$ cat src/rtl/csvs_pkg.sv
package csvs_pkg;

    typedef enum logic [2:0] {
        PH_IDLE    = 3'd0,
        PH_CHARGE  = 3'd1,
        PH_GAP     = 3'd2,
        PH_CONVERT = 3'd3,
        PH_LATCH   = 3'd4,
        PH_DRAIN   = 3'd5
    } phase_e;

endpackage

$ cat src/rtl/csvs_pulse_sync.sv
module csvs_pulse_sync #(
    parameter int STAGES = 2
) (
    input  logic clk,
    input  logic rst_n,
    input  logic pulse_i,
    output logic rise_o
);
    localparam int DEPTH = STAGES + 1;

    logic [DEPTH-1:0] chain_d, chain_q;

    always_comb begin
        chain_d = {chain_q[DEPTH-2:0], pulse_i};
    end

    always_ff @(posedge clk or negedge rst_n) begin
        if (!rst_n) chain_q <= '0;
        else        chain_q <= chain_d;
    end

    // edge seen between the last synchronized stage and its delayed copy
    assign rise_o = chain_q[STAGES-1] & ~chain_q[STAGES];

endmodule

$ cat src/rtl/csvs_sat_counter.sv
module csvs_sat_counter #(
    parameter int WIDTH = 8
) (
    input  logic             clk,
    input  logic             rst_n,
    input  logic             clr_i,
    input  logic             inc_i,
    output logic [WIDTH-1:0] cnt_o
);
    localparam logic [WIDTH-1:0] TOP = {WIDTH{1'b1}};

    logic [WIDTH-1:0] cnt_d, cnt_q;

    always_comb begin
        cnt_d = cnt_q;
        if (clr_i)                     cnt_d = '0;
        else if (inc_i && cnt_q != TOP) cnt_d = cnt_q + WIDTH'(1);
    end

    always_ff @(posedge clk or negedge rst_n) begin
        if (!rst_n) cnt_q <= '0;
        else        cnt_q <= cnt_d;
    end

    assign cnt_o = cnt_q;

endmodule

$ cat src/rtl/csvs_phase_ctrl.sv
module csvs_phase_ctrl
    import csvs_pkg::*;
#(
    parameter int TIME_W = 12
) (
    input  logic              clk,
    input  logic              rst_n,
    input  logic              start_i,
    input  logic [TIME_W-1:0] charge_len_i,
    input  logic [TIME_W-1:0] conv_len_i,
    output phase_e            phase_o,
    output logic              accept_o
);
    typedef struct packed {
        phase_e              phase;
        logic [TIME_W-1:0]   timer;
        logic [TIME_W-1:0]   chg_last;
        logic [TIME_W-1:0]   conv_last;
    } ctrl_t;

    ctrl_t st_d, st_q;
    logic  accept;

    function automatic logic [TIME_W-1:0] last_of(input logic [TIME_W-1:0] len);
        return (len == '0) ? '0 : len - TIME_W'(1);
    endfunction

    always_comb begin
        st_d   = st_q;
        accept = 1'b0;
        unique case (st_q.phase)
            PH_IDLE: begin
                if (start_i) begin
                    accept         = 1'b1;
                    st_d.phase     = PH_CHARGE;
                    st_d.timer     = '0;
                    st_d.chg_last  = last_of(charge_len_i);
                    st_d.conv_last = last_of(conv_len_i);
                end
            end
            PH_CHARGE: begin
                if (st_q.timer == st_q.chg_last) begin
                    st_d.phase = PH_GAP;
                    st_d.timer = '0;
                end else begin
                    st_d.timer = st_q.timer + TIME_W'(1);
                end
            end
            PH_GAP: st_d.phase = PH_CONVERT;
            PH_CONVERT: begin
                if (st_q.timer == st_q.conv_last) begin
                    st_d.phase = PH_LATCH;
                    st_d.timer = '0;
                end else begin
                    st_d.timer = st_q.timer + TIME_W'(1);
                end
            end
            PH_LATCH: st_d.phase = PH_DRAIN;
            PH_DRAIN: st_d.phase = PH_IDLE;
            default:  st_d.phase = PH_IDLE;
        endcase
    end

    always_ff @(posedge clk or negedge rst_n) begin
        if (!rst_n) begin
            st_q.phase     <= PH_IDLE;
            st_q.timer     <= '0;
            st_q.chg_last  <= '0;
            st_q.conv_last <= '0;
        end else begin
            st_q <= st_d;
        end
    end

    assign phase_o  = st_q.phase;
    assign accept_o = accept;

endmodule

$ cat src/rtl/csvs_sensor_seq.sv
module csvs_sensor_seq
    import csvs_pkg::*;
#(
    parameter int TIME_W    = 12,
    parameter int COUNT_W   = 8,
    parameter int SYNC_STGS = 2
) (
    input  logic               clk,
    input  logic               rst_n,
    input  logic               start_i,
    input  logic [TIME_W-1:0]  charge_len_i,
    input  logic [TIME_W-1:0]  conv_len_i,
    input  logic               pulse_i,
    output logic               charge_sw_o,
    output logic               connect_sw_o,
    output logic               bypass_sw_o,
    output logic               discharge_o,
    output logic [COUNT_W-1:0] count_o,
    output logic               done_o
);
    typedef struct packed {
        logic [COUNT_W-1:0] result;
        logic               done;
    } out_t;

    phase_e             phase;
    logic               accept;
    logic               rise;
    logic [COUNT_W-1:0] tally;
    out_t               out_d, out_q;

    csvs_phase_ctrl #(.TIME_W(TIME_W)) u_ctrl (
        .clk          (clk),
        .rst_n        (rst_n),
        .start_i      (start_i),
        .charge_len_i (charge_len_i),
        .conv_len_i   (conv_len_i),
        .phase_o      (phase),
        .accept_o     (accept)
    );

    csvs_pulse_sync #(.STAGES(SYNC_STGS)) u_sync (
        .clk     (clk),
        .rst_n   (rst_n),
        .pulse_i (pulse_i),
        .rise_o  (rise)
    );

    csvs_sat_counter #(.WIDTH(COUNT_W)) u_tally (
        .clk   (clk),
        .rst_n (rst_n),
        .clr_i (accept),
        .inc_i (rise && (phase == PH_CONVERT)),
        .cnt_o (tally)
    );

    always_comb begin
        out_d      = out_q;
        out_d.done = (phase == PH_LATCH);
        if (phase == PH_LATCH) out_d.result = tally;
    end

    always_ff @(posedge clk or negedge rst_n) begin
        if (!rst_n) out_q <= '0;
        else        out_q <= out_d;
    end

    assign charge_sw_o  = (phase == PH_CHARGE);
    assign connect_sw_o = (phase == PH_CONVERT);
    assign bypass_sw_o  = (phase == PH_LATCH);
    assign discharge_o  = (phase == PH_DRAIN);
    assign count_o      = out_q.result;
    assign done_o       = out_q.done;

endmodule

$ cat config.mk
export PLATFORM = sky130hd
export DESIGN_NAME = csvs_sensor_seq
export DESIGN_NICKNAME = d
export VERILOG_FILES = /design/src/rtl/csvs_pkg.sv /design/src/rtl/csvs_pulse_sync.sv /design/src/rtl/csvs_sat_counter.sv /design/src/rtl/csvs_phase_ctrl.sv /design/src/rtl/csvs_sensor_seq.sv
export SDC_FILE = /design/constraint.sdc
export NUM_CORES = 1
export LEC_CHECK = 0
export BUFFER_PORTS_ARGS = -buffer_cell sky130_fd_sc_hd__buf_2
export CAP_MARGIN = 20
export CELL_PAD_IN_SITES_DETAIL_PLACEMENT = 1
export CELL_PAD_IN_SITES_GLOBAL_PLACEMENT = 1
export CORE_MARGIN = 3
export CORE_UTILIZATION = 49
export CTS_CLUSTER_SIZE = 8
export DETAILED_ROUTE_END_ITERATION = 10
export GPL_TIMING_DRIVEN = 0
export PLACE_DENSITY_LB_ADDON = 0.1
export SETUP_SLACK_MARGIN = 0.4
export SYNTH_ARGS = -nofsm -noshare
export SYNTH_HDL_FRONTEND = slang
export SYNTH_HIERARCHICAL = 1
export SYNTH_SLANG_ARGS = --single-unit
export TNS_END_PERCENT = 10
$ cat constraint.sdc
create_clock -name clk -period 2.85 [get_ports clk]
set_input_delay 0.4275 -clock clk [delete_from_list [all_inputs] [get_ports clk]]
set_output_delay 0.4275 -clock clk [all_outputs]
set_load 0.03 [all_outputs]
* Word-level counts from Yosys, hierarchy flattened
Index checks and enable logic that the tools add are counted.
** Cells by class
- Bitwise logic cells :: 2
- $add $sub $neg :: 4
- Eq/ne operators :: 11
- Reduce and logical (&&, ||, !) cells :: 10
- Multiplexer cells :: 13
** Operators with widths (count)
- 12-bit two-way mux :: 4
- 39-bit two-way mux :: 1
- 12-bit one-hot mux with 3 select lines :: 1
- 12-bit == test :: 2
- 12-bit zero test :: 2
- 12-bit by 1-bit subtractor with 12-bit output, second input constant :: 2
- 8-bit two-way mux :: 2
- 3-bit one-hot mux with 5 select lines :: 1
- 12-bit by 1-bit adder with 12-bit output, second input constant :: 1
- 8-bit by 1-bit adder with 8-bit output, second input constant :: 1
- 8-bit inequality test, second input constant :: 1
- 3-bit by 2-bit == test with 1-bit output, second input constant :: 2
- 3-bit == test, second input constant :: 2
- 3-bit two-way mux :: 2
- 2-bit by 1-bit inequality test with 1-bit output, second input constant :: 2
- 2-bit AND reduction :: 2
- 3-bit by 1-bit == test with 1-bit output, second input constant :: 1
- 3-bit zero test :: 1
- 3-bit AND reduction :: 1
- 3-bit nonzero test :: 1
- 1-bit logical AND :: 2
- 1-bit two-way mux :: 2
- 2-bit inequality test, second input constant :: 1
- 2-bit nonzero test :: 1
- other kinds (2) :: 2
** Word-level totals
- Word-level logic and storage cells :: 48
- Flip-flop bits (word level) :: 59

* Longest topological paths before layout
- Depth in word-level cells :: 6
- Mapped depth :: 8
- Gate-level depth less buffers :: 6

* Modules after synthesis
Netlist, hierarchy kept.
** Modules (own cells, without submodules)
- csvs_phase_ctrl :: sequential area each 975.9 µm², area each 2428.6 µm², cells each 261, instances 1
- csvs_sat_counter :: sequential area each 200.2 µm², area each 464.2 µm², cells each 49, instances 1
- csvs_sensor_seq :: sequential area each 225.2 µm², area each 402.9 µm², cells each 23, instances 1
- csvs_pulse_sync :: sequential area each 75.1 µm², area each 88.8 µm², cells each 4, instances 1

* Worst setup path after synthesis
OpenSTA, ideal clock, no wires.
- Path kind :: input-to-reg
- Start point :: in charge_len_i[6]
- End point :: reg u_ctrl/st_q[22] in the netlist's numbering
- Library setup time :: 0.082 ns
- Stages :: 4
- Arrival :: 1.854 ns
- Path slack :: 0.914 ns
- Cell sequence :: or3_4 or4_4 or4b_1 a31oi_1
** On the way
- Cells in the longest elaborated chain, start to end :: 2
- Elaborated cells on any way between the ends :: 3
- Classes of those cells :: add/sub: 1; mux: 1; reduce/logical: 1
** Ends and longest elaborated chain
- start: declaration :: RTL line csvs_sensor_seq.sv:11 : input logic [TIME_W-1:0] charge_len_i,
- 12-bit by 1-bit subtractor with 12-bit output or 12-bit zero test (tied branches) :: RTL line csvs_phase_ctrl.sv:25 : return (len == '0) ? '0 : len - TIME_W'(1);
- 12-bit two-way mux * :: RTL line csvs_phase_ctrl.sv:25
- end signal: assignment :: RTL line csvs_phase_ctrl.sv:71 : st_q <= st_d;
- end: declaration :: RTL line csvs_phase_ctrl.sv:21 : ctrl_t st_d, st_q;
Every way passes the cells marked *; elsewhere a longest branch is shown, timed or not.
A chain may end at the register's enable or synchronous reset.

* Final worst setup path
- Start point :: reg u_ctrl/st_q[28] in the netlist's numbering
- End point :: reg u_ctrl/st_q[32] in the netlist's numbering
** On the way
- Cells in the longest elaborated chain, start to end :: 3
- Elaborated cells on any way between the ends :: 6
- Classes of those cells :: add/sub: 1; eq/ne: 2; mux: 3
** Ends and longest elaborated chain
- 12-bit by 1-bit adder with 12-bit output (tied with other cells) :: RTL line csvs_phase_ctrl.sv:46, csvs_phase_ctrl.sv:55
- 12-bit two-way mux, on equally long branches :: RTL line csvs_phase_ctrl.sv:51, csvs_phase_ctrl.sv:42
- 12-bit one-hot mux with 3 select lines * :: RTL line csvs_phase_ctrl.sv:31 : unique case (st_q.phase)
Marks and branches as above.

==> impl_results.md <==
* P_sw at 1.04 mW
* Pwr Density at 762 nW/um^2
* Clock transition at path regs at 0.07 ns
* First-pass GRT wire length at 13900 um
* Area taken by multi-input logic gates at 1760 um^2
* H-tree levels at 3
* Tcrit/Tclk final at 0.821
* Dominant cells by area after synthesis: dfrtp_1, xnor2_1, xor2_1, mux2_4, nand2_1
* CTS tree: done
* Slowest cell on crit path: nor4_1
* Combinational power share at 0.299
* Share of total power consumed by net switching at 0.350
* Synth Instances at around 340
* Internal Dissipation at 1.93 mW
* Root Buffer: clkbuf_8
* Flop pwr share at 0.447
* Endpoints failing hold at 0
* Simple-gate share of the synthesized area at 0.215
* Reg2reg setup slack at just over 0.5 ns
* Fin util at 0.596
* Post-synth net total at 371
* Top Ports at 41
* Place WS at 0.494 ns
* DP HPWL at 6290 um
* # Post-CTS Setup Buffers at 0
* Critical Path Source Type: flop
* GPL Wtd Cong at 0.769
* First-pass iteration count of the detailed router at 4
* Die Y at 89.1 um
* Per-cell routed wire length at 17.7 um
* HP Class: in -> async
* Die X-Extent at 89.1 um
* Mapped Area at 3380 um^2
* Max Fclk at 0.427 GHz
* Worst Skew at 0.00687 ns
* Register area at 1480 um^2
* Post-route antenna net violation count at 0
* Worst Setup Slack, final at 0.509 ns
* Buf/Inv on CP at 3
* Least-Margin Pin Slew at 0.863 ns
* Area share of fa/ha/maj cells after synthesis at 0.0222
* Total core area at 6530 um^2
* Final net count at 423
* Die area at 7940 um^2
* Maxcap violations at 0
* Reg2Reg Depth at 8
* Leakage at 1.76 nW
* Synth top area share at 0.436
* Largest net degree at the start of global routing at 36
* Status: completed
* Synth Area in Compound Gates at 0.117
* Vias per cell at roughly 5.8
* Top-count cell post-synth: dfrtp_1
* Post-synth ARST share at 1.00
* Relative max-transition margin at 0.423
* Distinct cells, synth at 55
* Main combinational cell family by area after synthesis: simple AND/OR/NAND/NOR gates
* Avg Inst Size Synth at 10.0 um^2
* Critical path required time at 3.08 ns
* CP cell instances: clkbuf_1 > xor2_1 > nor4_1 > and4_1 > buf_4 > nor3_1 > buf_2 > a221o_1
* Post-layout min period at 2.34 ns
* Vias in the first global route at 2791
* Crit path from: u_ctrl/st_q[28]
* Worst vdd ir at 292 uV
* Clock power share at 0.254
* Post-synth top flop: dfrtp_1
* Final wirelength at 8360 um
* Cell Rows at 29
* Number of DRC markers in iteration 0 at 114
* Port buffer count at 40
* Max incr delay on CP at between 0.4 and 0.5 ns
* Slew Limit Fails at 0
* CTS Buffer Depth at 2
* # fillers at about 750
* Ys Warns at 6
* Area leader, netlist: dfrtp_1
* Critical path endpoint category: flop
* Post-synth top cells: dfrtp_1, nand2_1, xnor2_1
* DRC viols at 0
* Via count at 2714
* Crit path max-delay family: simple AND/OR/NAND/NOR gates
* Synth Area in XOR/XNOR at 0.111
* Effective utilization at floorplan at 0.518
* RSZ-0062 raised after global routing: no
* Area growth from synthesis to layout at 15.1%
* Share of cells above drive strength 1 at 0.239
* Final setup fails at 0
* Mux share of post-synthesis cell area at 0.0551
* CTS buffer count at 9
* FF+latch count, synth at 59
* Clock Latency Late Sink at 0.34 ns
* Crit Path Max Fanout at 10
* Start of the worst register-to-register path: u_ctrl/st_q[28]
* Post-synth EDFFs at 0
* Setup TNS at 0 ns
* Clock sinks at 59
* Worst path arrival time at 2.57 ns
* Post-CTS Hold Buffers at 0
* Worst R2R End: u_ctrl/st_q[32]
* Worst setup path category: reg -> reg
* # diodes at 0
* Tot GR Track Use at 0.231
* Post-CTS sizing at 0
* Grt ovf at 0
* Sequential share of the synthesized area at 0.436
* Initial antenna violation count at 0
==> layout make-up <==
| cell class | instances | share of cell area |
|---|---|---|
| Buffer | 19 | 0.0276 |
| Clock inverter | 5 | 0.0135 |
| Sequential cell | 59 | 0.379 |
| Multi-Input combinational cell | 249 | 0.453 |
| Clock buffer | 11 | 0.0363 |
| Timing Repair Buffer | 41 | 0.0565 |
| Inverter | 10 | 0.00964 |
| Tap cell | 77 | 0.0247 |
==> kinds of logic after synthesis <==
kind of cell	Yosys count
AO/OA/AOI/OAI	60
XOR/XNOR	43
adder cells (fa/ha/maj)	6
buffers and inverters	29
flip-flops	59
multiplexers	14
AND/OR/NAND/NOR	126
==> worst max path at each step <==
stage,to,slack [ns],cells after the start
floorplan,u_ctrl/st_q[22],0.91,4
global placement,u_ctrl/st_q[15],0.49,6
detailed placement,u_ctrl/st_q[15],0.49,6
CTS,u_ctrl/st_q[32],0.51,8
global route,u_ctrl/st_q[32],0.41,8
finish,u_ctrl/st_q[32],0.51,8
==> metrics by stage <==
step	instances	total power [mW]	hold WS, ns	instance area [um^2]
2_1_floorplan	337	1.94	0.132	3380
3_3_place_gp	454	2.15	0.341	3680
3_5_place_dp	455	2.23	0.350	3700
4_1_cts	471	3.00	0.0938	3890
5_1_grt	471	3.19	0.122	3890
6_report	471	2.97	0.0931	3890
==> registers in the layout (all words and copies together) (netlist names) <==
name / count
count_o: 8
u_sync/chain_q: 3
u_tally/cnt_o: 8
u_ctrl/phase_o: 3
u_ctrl/st_q: 36
done_o: 1
==> power by group through the flow <==
stage,logic [mW],registers (mW),clock network (mW)
after floorplan,0.675,1.26,0
after global placement,0.828,1.32,0
after detailed placement,0.889,1.34,0
after CTS,0.897,1.33,0.772
after global routing,1.01,1.36,0.822
final,0.886,1.33,0.754
==> cells in the final DEF, fill, tap and decap left out, types with 3 or more instances in the layout <==
cell type	instances
nor4_1	9
xnor2_1	28
buf_4	5
clkinv_2	3
a21oi_1	6
ha_1	6
a31oi_1	3
nand2_1	31
buf_2	48
and2_1	4
mux2_4	8
clkbuf_8	10
nor3_1	10
inv_1	9
nand3b_1	3
nand4_1	5
o31ai_1	4
dfrtp_1	59
nor2_1	18
xor2_1	15
clkbuf_1	6
nor2b_1	6
a211oi_1	3
o21ai_0	22
nand3_1	11
nand2b_1	5
a22o_1	8
mux2_2	5
and4_1	3
o41ai_1	3
==> routing by layer <==
metal,up-vias,GRT usage,part of all wire
met5,-,0,0
met3,17,0.0461,0.037
li1,1307,-,-
met4,0,0.0934,0.023
met1,1326,0.319,0.46
met2,64,0.356,0.48
Power figures use the tool's default switching activity.
